`config.mk`:
```
export PLATFORM = sky130hd
export DESIGN_NAME = nibble_weave
export DESIGN_NICKNAME = d
export VERILOG_FILES = /design/src/rtl/nw_pkg.sv /design/src/rtl/nw_lane.sv /design/src/rtl/nw_step_ctr.sv /design/src/rtl/nibble_weave.sv
export SDC_FILE = /design/constraint.sdc
export NUM_CORES = 1
export LEC_CHECK = 0
export BUFFER_PORTS_ARGS = -buffer_cell sky130_fd_sc_hd__buf_2
export CAP_MARGIN = 20
export CORE_UTILIZATION = 48
export CTS_CLUSTER_SIZE = 10
export DETAILED_ROUTE_END_ITERATION = 12
export PLACE_DENSITY = 0.88
export SLEW_MARGIN = 20
export SYNTH_ARGS = -nofsm -noshare
export SYNTH_HDL_FRONTEND = slang
export SYNTH_HIERARCHICAL = 1
export SYNTH_SLANG_ARGS = --single-unit
```
`constraint.sdc`:
```
create_clock -name clk -period 5.7 [get_ports clk]
set_input_delay 0.57 -clock clk [delete_from_list [all_inputs] [get_ports clk]]
set_output_delay 0.57 -clock clk [all_outputs]
set_load 0.01 [all_outputs]
```
`src/rtl/nw_pkg.sv`:
```
package nw_pkg;
  // Default geometry of the converter
  localparam int unsigned WORD_W_DEF = 16;
  localparam int unsigned NIB_W_DEF  = 4;
endpackage

```
`src/rtl/nw_lane.sv`:
```
// One interleave group: right shift register, serial in at top, out at bottom.
module nw_lane #(
  parameter int unsigned LANE_W = 4
) (
  input  logic              clk,
  input  logic              rst_n,
  input  logic              load,
  input  logic [LANE_W-1:0] load_val,
  input  logic              step,
  input  logic              ser_in,
  output logic              ser_out,
  output logic [LANE_W-1:0] q
);
  always_ff @(posedge clk) begin
    if (!rst_n)     q <= '0;
    else if (load)  q <= load_val;
    else if (step)  q <= {ser_in, q[LANE_W-1:1]};
  end

  assign ser_out = q[0];

  // the group holds when neither load nor step occurs
  a_r9_lane_hold: assert property (@(posedge clk) disable iff (!rst_n)
    (!load && !step) |=> $stable(q));
endmodule

```
`src/rtl/nw_step_ctr.sv`:
```
// Counts accepted steps; a conversion ends after STEPS of them.
module nw_step_ctr #(
  parameter int unsigned STEPS = 4
) (
  input  logic clk,
  input  logic rst_n,
  input  logic load,
  input  logic shift_req,
  output logic shift_go,
  output logic done
);
  localparam int unsigned CNT_W = (STEPS > 1) ? $clog2(STEPS) : 1;
  localparam logic [CNT_W-1:0] LAST = CNT_W'(STEPS - 1);

  logic             active;
  logic [CNT_W-1:0] cnt;

  assign shift_go = shift_req && active && !load;
  assign done     = !active;

  always_ff @(posedge clk) begin
    if (!rst_n) begin
      active <= 1'b0;
      cnt    <= '0;
    end else if (load) begin
      active <= 1'b1;
      cnt    <= '0;
    end else if (shift_go) begin
      if (cnt == LAST) begin
        active <= 1'b0;
        cnt    <= '0;
      end else begin
        cnt <= cnt + 1'b1;
      end
    end
  end

  // completion is only ever reached through a step
  a_r6_done_from_step: assert property (@(posedge clk) disable iff (!rst_n)
    $rose(done) |-> $past(shift_go));
  // a load starts a conversion
  a_r2_load_starts: assert property (@(posedge clk) disable iff (!rst_n)
    load |=> !done);
  // a finished converter does not step
  a_r8_no_step_when_done: assert property (@(posedge clk) disable iff (!rst_n)
    done |-> !shift_go);
endmodule

```
`src/rtl/nibble_weave.sv`:
```
module nibble_weave #(
  parameter int unsigned WORD_W = nw_pkg::WORD_W_DEF,
  parameter int unsigned NIB_W  = nw_pkg::NIB_W_DEF
) (
  input  logic              clk,
  input  logic              rst_n,
  input  logic              load_valid,
  output logic              load_ready,
  input  logic [WORD_W-1:0] load_word,
  input  logic              shift,
  input  logic [NIB_W-1:0]  nib_in,
  output logic [NIB_W-1:0]  nib_out,
  output logic [WORD_W-1:0] word_out,
  output logic              done
);
  localparam int unsigned LANE_W = WORD_W / NIB_W;

  logic load_fire;
  logic step_go;

  assign load_ready = done;
  assign load_fire  = load_valid && load_ready;

  nw_step_ctr #(.STEPS(LANE_W)) u_ctr (
    .clk       (clk),
    .rst_n     (rst_n),
    .load      (load_fire),
    .shift_req (shift),
    .shift_go  (step_go),
    .done      (done)
  );

  for (genvar j = 0; j < NIB_W; j++) begin : g_lane
    nw_lane #(.LANE_W(LANE_W)) u_lane (
      .clk      (clk),
      .rst_n    (rst_n),
      .load     (load_fire),
      .load_val (load_word[j*LANE_W +: LANE_W]),
      .step     (step_go),
      .ser_in   (nib_in[j]),
      .ser_out  (nib_out[j]),
      .q        (word_out[j*LANE_W +: LANE_W])
    );

    // each out line is the bottom tap of its group
    a_r4_tap: assert property (@(posedge clk) disable iff (!rst_n)
      nib_out[j] == word_out[j*LANE_W]);
    // after a step, the out line shows the former next-higher bit
    a_r5_step_advance: assert property (@(posedge clk) disable iff (!rst_n)
      (shift && !done) |=> nib_out[j] == $past(word_out[j*LANE_W + 1]));
  end

  // an accepted word appears on the read port
  a_r2_load_word: assert property (@(posedge clk) disable iff (!rst_n)
    load_fire |=> word_out == $past(load_word));
  // no word is taken while converting
  a_r3_busy_blocks: assert property (@(posedge clk) disable iff (!rst_n)
    (!done && !shift) |=> $stable(word_out));
  // strobes after completion change nothing
  a_r8_idle_shift: assert property (@(posedge clk) disable iff (!rst_n)
    (done && !load_valid) |=> $stable(word_out) && done);
endmodule

```
Word level (Yosys, flattened, before mapping)
Index checks and enable logic that the tools add are counted.

Add/sub/neg operators: 1. $mul: 0. Divide/modulo/power cells: 0. Magnitude comparators: 0. Eq/ne operators: 1. Shifts and indexed selects: 0. Multiplexer cells: 12. Bitwise operators: 1. Reduce and logical (&&, ||, !) cells: 9.

Operators with widths (number): 4-bit 2-to-1 mux (8); 2-bit nonzero test (2); 1-bit logical AND (3); 1-bit 2-to-1 mux (3); 2-bit by 1-bit adder with 2-bit output, second input constant (1); 2-bit == test, second input constant (1); 1-bit logical NOT (2); 2-bit 2-to-1 mux (1); 2-bit AND reduction (1); 2-bit OR reduction (1); 1-bit NOT (1).

Register bits: 19. Bits in latches: 0. Memory bits (writable): 0. Memory bits (read-only): 0. Input bits: 24. Output and inout port bits: 22. Logic and storage cells: 30. Memories: 0.

Depth between registers and ports, before layout
Word-level depth: 6. Gate-level depth with buffers: 5. Mapped depth without buffers: 5.

Cells and area by module
The synthesis kept the hierarchy.

Modules (own cells, without submodules): nw_lane (times used 4, cells each 17, area each 197.7 um^2, sequential area each 80.1 um^2); nw_step_ctr (times used 1, cells each 16, area each 151.4 um^2, sequential area each 60.1 um^2); nibble_weave (times used 1, cells each 2, area each 13.8 um^2, sequential area each 0.0 um^2).

Worst setup path before layout
No wires, ideal clock.

Kind: input -> register. Start: input load_valid. End: register g_lane[0].u_lane.q[0]. Library setup time: 0.117 ns. Arrival time: 2.404 ns. Data required time: 5.583 ns. Path slack: 3.179 ns. Cell stages on the path: 4. Path buffers: 0. Path through: and2_1 -> nor2_1 -> mux2_1 -> o211a_1.

Cells in the longest elaborated chain, start to end: 4. Elaborated cells on any way between the ends: 5. Those cells by class: mux: 1; reduce/logical: 4.

Ends and longest elaborated chain: start, declared (RTL line nibble_weave.sv:7) `input logic load_valid,`; 1-bit logical AND (RTL line nibble_weave.sv:22) `assign load_fire = load_valid && load_ready;`; 1-bit logical NOT (RTL line nw_step_ctr.sv:18) `assign shift_go = shift_req && active && !load;`; 1-bit logical AND (RTL line nw_step_ctr.sv:18); net step_go (RTL line nibble_weave.sv:19) `logic step_go;`; 2-bit nonzero test (no source line); end signal, assigned (RTL line nw_lane.sv:16) `else if (load) q <= load_val;`; end signal, assigned (RTL line nw_lane.sv:17) `else if (step) q <= {ser_in, q[LANE_W-1:1]};`; end, declared (RTL line nw_lane.sv:12) `output logic [LANE_W-1:0] q`.

The timed path passes the listed nets, and every way through them passes these cells. A chain may end at the register's enable or synchronous reset.

Final worst setup path
Start: register u_ctr.active. End: register g_lane[3].u_lane.q[3].

Cells in the longest elaborated chain, start to end: 5. Elaborated cells on any way between the ends: 7. Those cells by class: mux: 1; reduce/logical: 6.

Ends and longest elaborated chain: start, declared (RTL line nw_step_ctr.sv:15) `logic active;`; start signal, assigned (RTL line nw_step_ctr.sv:23) `active <= 1'b0;`; start signal, assigned (RTL line nw_step_ctr.sv:26) `active <= 1'b1;`; start signal, assigned (RTL line nw_step_ctr.sv:30) `active <= 1'b0;`; 1-bit logical NOT (RTL line nw_step_ctr.sv:19) `assign done = !active;`; 1-bit logical AND (RTL line nibble_weave.sv:22); net load_fire (RTL line nibble_weave.sv:18) `logic load_fire;`; 1-bit logical NOT (RTL line nw_step_ctr.sv:18); 1-bit logical AND (RTL line nw_step_ctr.sv:18); net step_go (RTL line nibble_weave.sv:19); 2-bit nonzero test (no source line); end signal, assigned (RTL line nw_lane.sv:16); end signal, assigned (RTL line nw_lane.sv:17); end, declared (RTL line nw_lane.sv:12).

The timed path passes the listed nets, and every way through them passes these cells.

==> impl_metrics.env <==
export IMPL_worstPathRequired_ns=5.88
export IMPL_synth_xor_area_share_pct=0
export IMPL_ctsHoldBuffers=0
export IMPL_initial_core_util_pct=53.06
export IMPL_worst_pin_slew_ns=0.6979
export IMPL_antenna_found_initial=0
export IMPL_met1Wirelength_um=820
export IMPL_wl_met2_um=927
export IMPL_htreeDepth=1
export IMPL_hold_viol_final=0
export IMPL_ys_flop_type="dfxtp_1"
export IMPL_max_freq_ghz=0.4063
export IMPL_instances_no_fill=156
export IMPL_finClkSkew_ns=0.002098
export IMPL_critPathSlowestCell="nor2_1"
export IMPL_final_nets=157
export IMPL_core_area_mm2=0.001802
export IMPL_cp_end_kind="flop"
export IMPL_first_pass_iters=4
export IMPL_dp_hpwl_um=1396
export IMPL_syn_avg_cell_area_um2=11.12
export IMPL_grt_max_degree=36
export IMPL_crit_chain="inv_1 -> and2_2 -> nor2_1 -> buf_4 -> mux2_1 -> o211a_1"
export IMPL_clockBufferDepth=2
export IMPL_finalWorstSetupSlack_ns=3.239
export IMPL_min_path_type="reg2reg"
export IMPL_finalCriticalPeriod_ns=2.461
export IMPL_diodes=0
export IMPL_synthMuxAreaShare_pct=18.85
export IMPL_synth_edf_count=0
export IMPL_clk_latency_ns=0.28
export IMPL_yosysSeqAreaShare_pct=39.79
export IMPL_multi_input_area_um2=535.5
export IMPL_io_pins=46
export IMPL_dieHeight_um=46.63
export IMPL_gp_congestion=0.6960
export IMPL_ctsResizeCount=0
export IMPL_nFillCells=161
export IMPL_fin_util_pct=67.15
export IMPL_maxSlewViolCount=0
export IMPL_drive_gt1_share_pct=39.69
export IMPL_fin_tns_setup_ns=0
export IMPL_path_clk_slew_ns=0.10
export IMPL_period_share_pct=43.18
export IMPL_synth_common_cells="dfxtp_1, nand2b_1, mux2_1, o211a_1, buf_4"
export IMPL_grt_overflow_total=0
export IMPL_design_power_total_mw=0.2808
export IMPL_vias=811
export IMPL_critPathMaxStageDelay_ns=0.62
export IMPL_crit_type="reg2reg"
export IMPL_ys_ff_latch=19
export IMPL_yosys_area_top_type="dfxtp_1"
export IMPL_critPathMaxFanout=35
export IMPL_max_cap_violations=0
export IMPL_ys_types=16
export IMPL_grt_pass1_wl_um=2891
export IMPL_seq_area_um2=380.4
export IMPL_cts_root_buf="clkbuf_4"
export IMPL_post_cts_setup_buffer_count=0
export IMPL_synth_compound_area_share_pct=21.47
export IMPL_p_leak_nw=0.7212
export IMPL_row_count=15
export IMPL_cp_arrival_ns=2.65
export IMPL_yosysMostFrequentCell="dfxtp_1"
export IMPL_ir_drop_mv=0.1485
export IMPL_rsz0062_at_grt="false"
export IMPL_start_kind="flop"
export IMPL_synthArstFlopShare_pct=0
export IMPL_grt_usage_pct=18.89
export IMPL_die_area_mm2=0.002174
export IMPL_place_inst=152
export IMPL_area_growth_pct=26.57
export IMPL_slew_headroom_pct=53.30
export IMPL_cts_buffers=3
export IMPL_wl_met3_um=148
export IMPL_synth_top_family_by_area="compound AO/OA/AOI/OAI gates"
export IMPL_drc_errors=0
export IMPL_yosys_area_share_adder_pct=1.309
export IMPL_synth_top_area_share_pct=39.79
export IMPL_portBuffers=45
export IMPL_synthCells=86
export IMPL_wirelength_um=1908
export IMPL_synth_area_um2=955.9
export IMPL_ys_warnings_count=6
export IMPL_wl_per_cell_um=12.23
export IMPL_syn_num_nets=111
export IMPL_cts_tree="built"
export IMPL_drtIter0Drc=11
export IMPL_status="completed"
export IMPL_setup_violations_final=0
export IMPL_synth_area_top_cells="dfxtp_1, mux2_1, o211a_1"
export IMPL_top_layer="met4"
export IMPL_dp_slack_ns=2.834
export IMPL_ant_nets=0
export IMPL_numClockSinks=19
export IMPL_vias_per_cell=5.199
export IMPL_grt_pass1_vias=727
export IMPL_power_density_mw_per_mm2=232.1
export IMPL_synth_simple_gate_area_share_pct=14.27
export IMPL_die_x_um=46.63
export IMPL_r2r_slack_ns=3.24
[worst max-delay path: cells and delay by family, from the launching register on]
| family | cells | cell delay, ns |
|---|---|---|
| flip-flops | 1 | 0.45 |
| AND/OR/NAND/NOR | 2 | 0.99 |
| multiplexers | 1 | 0.33 |
| AO/OA/AOI/OAI | 1 | 0.21 |
| buffers and inverters | 2 | 0.38 |
[sequential cells by signal (all words and copies together), names as in the netlist]
name / flops
g_lane.u_lane/q: 16
u_ctr/cnt: 2
u_ctr/active: 1
[layout by cell type (no fill, tap or decap), types with 2 or more instances in the layout]
master    netlist  layout
buf_2           0      45
dfxtp_1        19      19
nand2b_1       17      17
mux2_1         16      16
o211a_1        16      16
clkbuf_4        0       3
a21bo_2         2       2
a21oi_1         2       2
[final timing paths]
path | from | end | cells after the start
min reg2reg | u_ctr/active$_SDFFE_PN0P_ | u_ctr/cnt[1]$_SDFFE_PP0P_ | 2
max reg2reg | u_ctr/active$_SDFFE_PN0P_ | g_lane[3].u_lane/q[3]$_SDFFE_PN0P_ | 6
min | u_ctr/active$_SDFFE_PN0P_ | u_ctr/cnt[1]$_SDFFE_PP0P_ | 2
max | u_ctr/active$_SDFFE_PN0P_ | g_lane[3].u_lane/q[3]$_SDFFE_PN0P_ | 6
[logic make-up (layout without fill, tap and decap cells)]
family,Yosys count,in the layout
and+or+nand+nor,22,22
buffers and inverters,6,51
muxes,16,16
DFF,19,19
AOI/OAI and AO/OA,22,22
adders and majority gates,1,1
[area by class of cell]
type | instances | area share [%]
clock buffer | 4 | 2.172
inverter | 1 | 0.3102
multi-input combinational | 61 | 44.26
sequential | 19 | 31.44
tap | 25 | 2.585
timing repair buffer | 46 | 19.23
[report_power, final]
group          internal (mW)  switching, mW
combinational         0.0337         0.0304
clock                 0.0271         0.0378
sequential             0.144        0.00773
[routing by layer]
layer / track usage [%] / vias to the layer above
li1: - / 402
met1: 20.29 / 370
met2: 36.39 / 37
met3: 2.745 / 2
met4: 6.857 / 0
met5: 0 / -
[per-stage QoR]
step	hold slack [ns]	area, µm²
floorplan	0.5140	955.9
global placement	0.5392	1182
detailed placement	0.5568	1182
CTS	0.5764	1209
global route	0.6018	1210
finish	0.5799	1210
(Power assumes the default switching activity.)
